===== config.mk =====
export PLATFORM = sky130hd
export DESIGN_NAME = txs_dual_tx
export DESIGN_NICKNAME = d
export VERILOG_FILES = /design/src/rtl/txs_pkg.sv /design/src/rtl/txs_word_timer.sv /design/src/rtl/txs_lane.sv /design/src/rtl/txs_dual_tx.sv
export SDC_FILE = /design/constraint.sdc
export NUM_CORES = 1
export LEC_CHECK = 0
export BUFFER_PORTS_ARGS = -buffer_cell sky130_fd_sc_hd__buf_2
export CORE_ASPECT_RATIO = 1.4
export CORE_MARGIN = 2
export CORE_UTILIZATION = 50
export DETAILED_ROUTE_END_ITERATION = 8
export PLACE_DENSITY = 0.75
export SLEW_MARGIN = 5
export SYNTH_ARGS = -nofsm -noshare
export SYNTH_HDL_FRONTEND = slang
export SYNTH_SLANG_ARGS = --single-unit

===== constraint.sdc =====
create_clock -name clk -period 2.3 [get_ports clk]
set_input_delay 0.115 -clock clk [delete_from_list [all_inputs] [get_ports clk]]
set_output_delay 0.115 -clock clk [all_outputs]
set_load 0.005 [all_outputs]

===== src/rtl/txs_pkg.sv =====
package txs_pkg;
  typedef struct packed {
    logic sync;
    logic en0;
    logic en1;
    logic flag;
  } txs_ctl_t;

  localparam int TXS_LANES = 2;
endpackage


===== src/rtl/txs_word_timer.sv =====
module txs_word_timer #(
  parameter int W = 8
) (
  input  logic clk,
  input  logic rst,
  input  logic bit_tick,
  input  logic fsync,
  output logic word_start,
  output logic frame_start
);
  localparam int CW = (W > 2) ? $clog2(W) : 1;
  localparam logic [CW-1:0] LAST = CW'(W - 1);

  logic [CW-1:0] cnt;

  assign frame_start = bit_tick & fsync;
  assign word_start  = bit_tick & (fsync | (cnt == LAST));

  always_ff @(posedge clk) begin
    if (rst)              cnt <= '0;
    else if (word_start)  cnt <= '0;
    else if (bit_tick)    cnt <= cnt + 1'b1;
  end

  p_count_bound_r1: assert property (@(posedge clk) disable iff (rst)
    cnt <= LAST);
  p_count_step_r1: assert property (@(posedge clk) disable iff (rst)
    (bit_tick && !fsync && cnt != LAST) |=> cnt == $past(cnt) + 1'b1);
endmodule


===== src/rtl/txs_lane.sv =====
module txs_lane #(
  parameter int W = 8
) (
  input  logic         clk,
  input  logic         rst,
  input  logic         bit_tick,
  input  logic         word_start,
  input  logic         frame_start,
  input  logic         en,
  input  logic         wr,
  input  logic [W-1:0] wr_data,
  output logic         active,
  output logic         sdo,
  output logic         empty
);
  logic [W-1:0] hold;
  logic [W-1:0] shreg;
  logic         act_nxt;

  // frame start may switch a lane on; any other word start can only keep or drop it
  always_comb begin
    if (frame_start) act_nxt = en;
    else             act_nxt = active & en;
  end

  always_ff @(posedge clk) begin
    if (rst) begin
      active <= 1'b0;
      shreg  <= '0;
    end else if (word_start) begin
      active <= act_nxt;
      if (act_nxt) shreg <= hold;
    end else if (bit_tick && active) begin
      shreg <= {shreg[W-2:0], 1'b0};
    end
  end

  always_ff @(posedge clk) begin
    if (rst)     hold <= '0;
    else if (wr) hold <= wr_data;
  end

  // a write in the copy cycle leaves fresh data pending, so it wins
  always_ff @(posedge clk) begin
    if (rst)                        empty <= 1'b1;
    else if (wr)                    empty <= 1'b0;
    else if (word_start && act_nxt) empty <= 1'b1;
  end

  assign sdo = active & shreg[W-1];

  p_enable_at_frame_r5: assert property (@(posedge clk) disable iff (rst)
    $rose(active) |-> $past(frame_start));
  p_stop_on_word_r2: assert property (@(posedge clk) disable iff (rst)
    $fell(active) |-> $past(word_start));
  p_empty_on_copy_r6: assert property (@(posedge clk) disable iff (rst)
    $rose(empty) |-> $past(word_start));
  p_write_clears_r4: assert property (@(posedge clk) disable iff (rst)
    wr |=> !empty);
  p_idle_shift_r3: assert property (@(posedge clk) disable iff (rst)
    (!active && !word_start) |=> $stable(shreg));
endmodule


===== src/rtl/txs_dual_tx.sv =====
module txs_dual_tx
  import txs_pkg::*;
#(
  parameter int W = 8
) (
  input  logic         clk,
  input  logic         rst,
  input  logic         bit_tick,
  input  logic         fsync,
  input  logic         hold_valid,
  input  logic         hold_sel,
  input  logic [W-1:0] hold_data,
  output logic         hold_ready,
  input  logic         ctl_we,
  input  logic         ctl_sync,
  input  logic         ctl_en0,
  input  logic         ctl_en1,
  input  logic         ctl_flag,
  output logic         sd0,
  output logic         sd0_oe,
  output logic         sd1,
  output logic         sd1_oe,
  output logic [1:0]   tx_empty
);
  txs_ctl_t ctl_q;
  logic     word_start, frame_start;
  logic     flag_mode;
  logic [TXS_LANES-1:0] act, sdo, emp, en_eff, wr;

  assign hold_ready = 1'b1;

  always_ff @(posedge clk) begin
    if (rst)         ctl_q <= '0;
    else if (ctl_we) ctl_q <= '{sync: ctl_sync, en0: ctl_en0, en1: ctl_en1, flag: ctl_flag};
  end

  assign en_eff[0] = ctl_q.en0;
  assign en_eff[1] = ctl_q.en1 & ctl_q.sync;

  txs_word_timer #(.W(W)) u_timer (
    .clk(clk), .rst(rst), .bit_tick(bit_tick), .fsync(fsync),
    .word_start(word_start), .frame_start(frame_start)
  );

  for (genvar g = 0; g < TXS_LANES; g++) begin : g_lane
    assign wr[g] = hold_valid & (hold_sel == 1'(g));
    txs_lane #(.W(W)) u_lane (
      .clk(clk), .rst(rst), .bit_tick(bit_tick),
      .word_start(word_start), .frame_start(frame_start),
      .en(en_eff[g]), .wr(wr[g]), .wr_data(hold_data),
      .active(act[g]), .sdo(sdo[g]), .empty(emp[g])
    );
  end

  // lane 1 pin becomes a flag for a frame in which its enable was clear
  always_ff @(posedge clk) begin
    if (rst)              flag_mode <= 1'b0;
    else if (frame_start) flag_mode <= ctl_q.sync & ~ctl_q.en1;
  end

  assign sd0      = sdo[0];
  assign sd0_oe   = act[0];
  assign sd1      = act[1] ? sdo[1] : (flag_mode & ctl_q.flag);
  assign sd1_oe   = act[1] | flag_mode;
  assign tx_empty = emp;

  p_async_ignore_r8: assert property (@(posedge clk) disable iff (rst)
    (!ctl_q.sync && !act[1]) |=> !act[1]);
  p_flag_exclusive_r9: assert property (@(posedge clk) disable iff (rst)
    !(flag_mode && act[1]));
  p_flag_at_frame_r9: assert property (@(posedge clk) disable iff (rst)
    $rose(flag_mode) |-> $past(frame_start));
endmodule


==> run summary <==
status - finished, final reports clean
CTS buffer count - 5
Root Buffer - clkbuf_8
first-pass GRT wire length - 6506 um
Total GRT Usage - 18.24%
Yosys top cell area share - 42.95%
detailed-route wire length - 3874 um
final setup vio count - 0
antenna-violating nets left - 0
die footprint - 0.004637 mm2
Final Hold Fails - 0
Area contributors post-synth - dfxtp_1 43%, a21oi_1 9.0%, nand2_1 6.6%
largest net degree at the start of global routing - 45
Multi-input gate area - 0.001039 mm2
drt first pass iters - 4
CTS Hold Bufs - 0
GRT met1 Usage - 23.60%
initial DRC count - 39
IO Pins - 26
post-synthesis net count - 250
clk_skew - 0.003289 ns
leakage power - 0.8344 nW
port bufs - 24
startpoint types - register
Cells after DPL - 274
worst hold slack - 0.04981 ns
met2 Track Usage GR - 28.98%
Final HPWL DP - 2763 um
final net count - 259
type of the worst setup path - reg2reg
met3 global-route usage - 4.052%
fraction of registers with async set/reset - 0%
GR peak layer - met2
Tmin final - 1.789 ns
post-layout util - 56.35%
Max Slew Vio Count - 0
Die Span X - 58.13 um
unrepaired setup endpoints after global routing - false
maximum vdd drop - 524.7 uV
CP required - 2.45 ns
post-synthesis sequential area ratio - 42.95%
Top FF cell, synth - dfxtp_1
fin area - 0.002227 mm2
Std-Cell Rows - 27
slowest stage delay, CP - 0.39 ns
post-CTS setup buffer count - 0
H-tree depth - 2
dpl cell area - 0.002101 mm2
worst slew pin tran - 0.8845 ns
FMAX - 558.9 MHz
CTS tree - yes
initial antenna violation count - 0
area leader, netlist - dfxtp_1
Hold Path Class - in2reg
Worst-path clk slew - 0.08 ns
Synth top cells by count - 44 x dfxtp_1, 37 x a21oi_1, 36 x nand2_1
EDFF count, synth - 0
Antenna Cells - 0
Yosys reg bits - 44
CP Cell Sequence - ha_1 -> ha_1 -> o2bb2ai_4 -> and2_4 -> a311oi_2
register area - 880.8 um2
Worst Path Arrival - 1.94 ns
Crit. End Element - register
gr ovfl total - 0
cts repair resizes - 0
worst-path fanout max - 14
GP Congestion - 0.7322
worst-case clock buffer depth - 2
Finished Layout Cells - 282
max cap viols - 0
routed vias/inst - 5.582
vias in the first global route - 1418
post-synthesis area per instance - 8.955 um2
Initial Util - 51.88%
YS warnings - 0
post-synthesis cell count - 229
Tcrit/Tclk final - 77.79%
Yosys cell types - 34
Vias - 1574
DRC - 0
worst relative slew slack - 41.03%
DIE HEIGHT - 79.78 um
core footprint - 0.003953 mm2
Sink Count - 44
fillers - 374
synthesis-to-layout area growth - 8.603%
Pwr Density - 732.8 mW/mm2
Mapped Area - 0.002051 mm2
layout cells sized above 1 - 19.67%
WL/cell - 13.74 um
cell mode on critical path - ha_1
top-count cell post-synth - dfxtp_1
worst skew pair latency - 0.30 ns
critical path's slowest cell - ha_1
Fin Setup TNS - 0 ns
cells in the final DEF (no fill, tap or decap):
cell type	n
nand4b_1	1
ha_1	2
conb_1	1
dfxtp_1	44
a311oi_2	6
nand2_1	36
a32oi_1	2
nand3_1	11
o21bai_1	2
a211oi_1	7
or2_2	1
nor2b_1	1
and2_4	1
bufinv_16	1
o2bb2ai_4	1
mux2i_1	11
a21bo_2	2
o21a_1	3
a21oi_1	37
nor2_1	6
buf_2	24
a21o_1	3
nand4_1	2
and2_1	1
buf_4	1
a31oi_1	1
clkbuf_8	7
nor2_8	1
o21ai_0	9
nand2b_1	11
o21bai_2	1
a311oi_4	1
nand3b_1	1
stage by stage:
step                total power, W  worst slack, ns
detailed placement        0.001007           0.5145
global route              0.001693           0.3560
global placement          0.001003           0.5727
CTS                       0.001641           0.5002
finish                    0.001632           0.5108
floorplan                0.0009714           0.6962
kinds of logic (layout without fill, tap and decap cells):
kind of cell,after synthesis,in the layout,synth area share [%]
buffers and inverters,23,33,6.407
muxes,11,11,5.369
other,1,1,0.1829
DFF,44,44,42.95
adders and majority gates,2,2,1.220
and+or+nand+nor,73,73,17.45
AOI/OAI and AO/OA,75,75,26.42
state kept, by name (all words and copies together) (netlist names):
signal	cells
u_timer.cnt	3
g_lane.u_lane.active	2
g_lane.u_lane.empty	2
flag_mode	1
ctl_q	4
g_lane.u_lane.hold	16
g_lane.u_lane.shreg	16
layout make-up:
cell class	count	area share [%]
Sequential cell	44	39.55
Tap cell	43	2.416
Timing Repair Buffer	25	5.730
Multi-Input combinational cell	162	46.63
Clock buffer	7	4.326
Clock inverter	1	1.348
where the power goes:
part | internal (W) | total [W] | switching [W]
logic | 0.0000703 | 0.000170 | 0.0000993
registers | 0.000797 | 0.000818 | 0.0000217
clock network | 0.000383 | 0.000644 | 0.000261
total | 0.00125 | 0.00163 | 0.000382
critical path, delay by kind of cell, from the launching register on:
family                     cells  cell delay (ns)
AOI/OAI and AO/OA              2             0.43
DFF                            1             0.33
and+or+nand+nor                1             0.28
adders and majority gates      2             0.59
worst paths after layout:
path / end / cells past startpoint / slack, ns / startpoint
max: g_lane[1].u_lane.shreg[5] / 5 / 0.51 / u_timer.cnt[0]
min: ctl_q[1] / 3 / 0.05 / ctl_en1
max reg2reg: g_lane[1].u_lane.shreg[5] / 5 / 0.51 / u_timer.cnt[0]
min reg2reg: g_lane[0].u_lane.hold[4] / 2 / 0.45 / g_lane[0].u_lane.hold[4]
metal layers:
metal	up-vias	part of all wire (%)
met4	0	1.6
li1	824	-
met2	24	49
met3	6	3.3
met1	720	46
met5	-	0
Note: power is estimated with default switching activity, not from simulation.
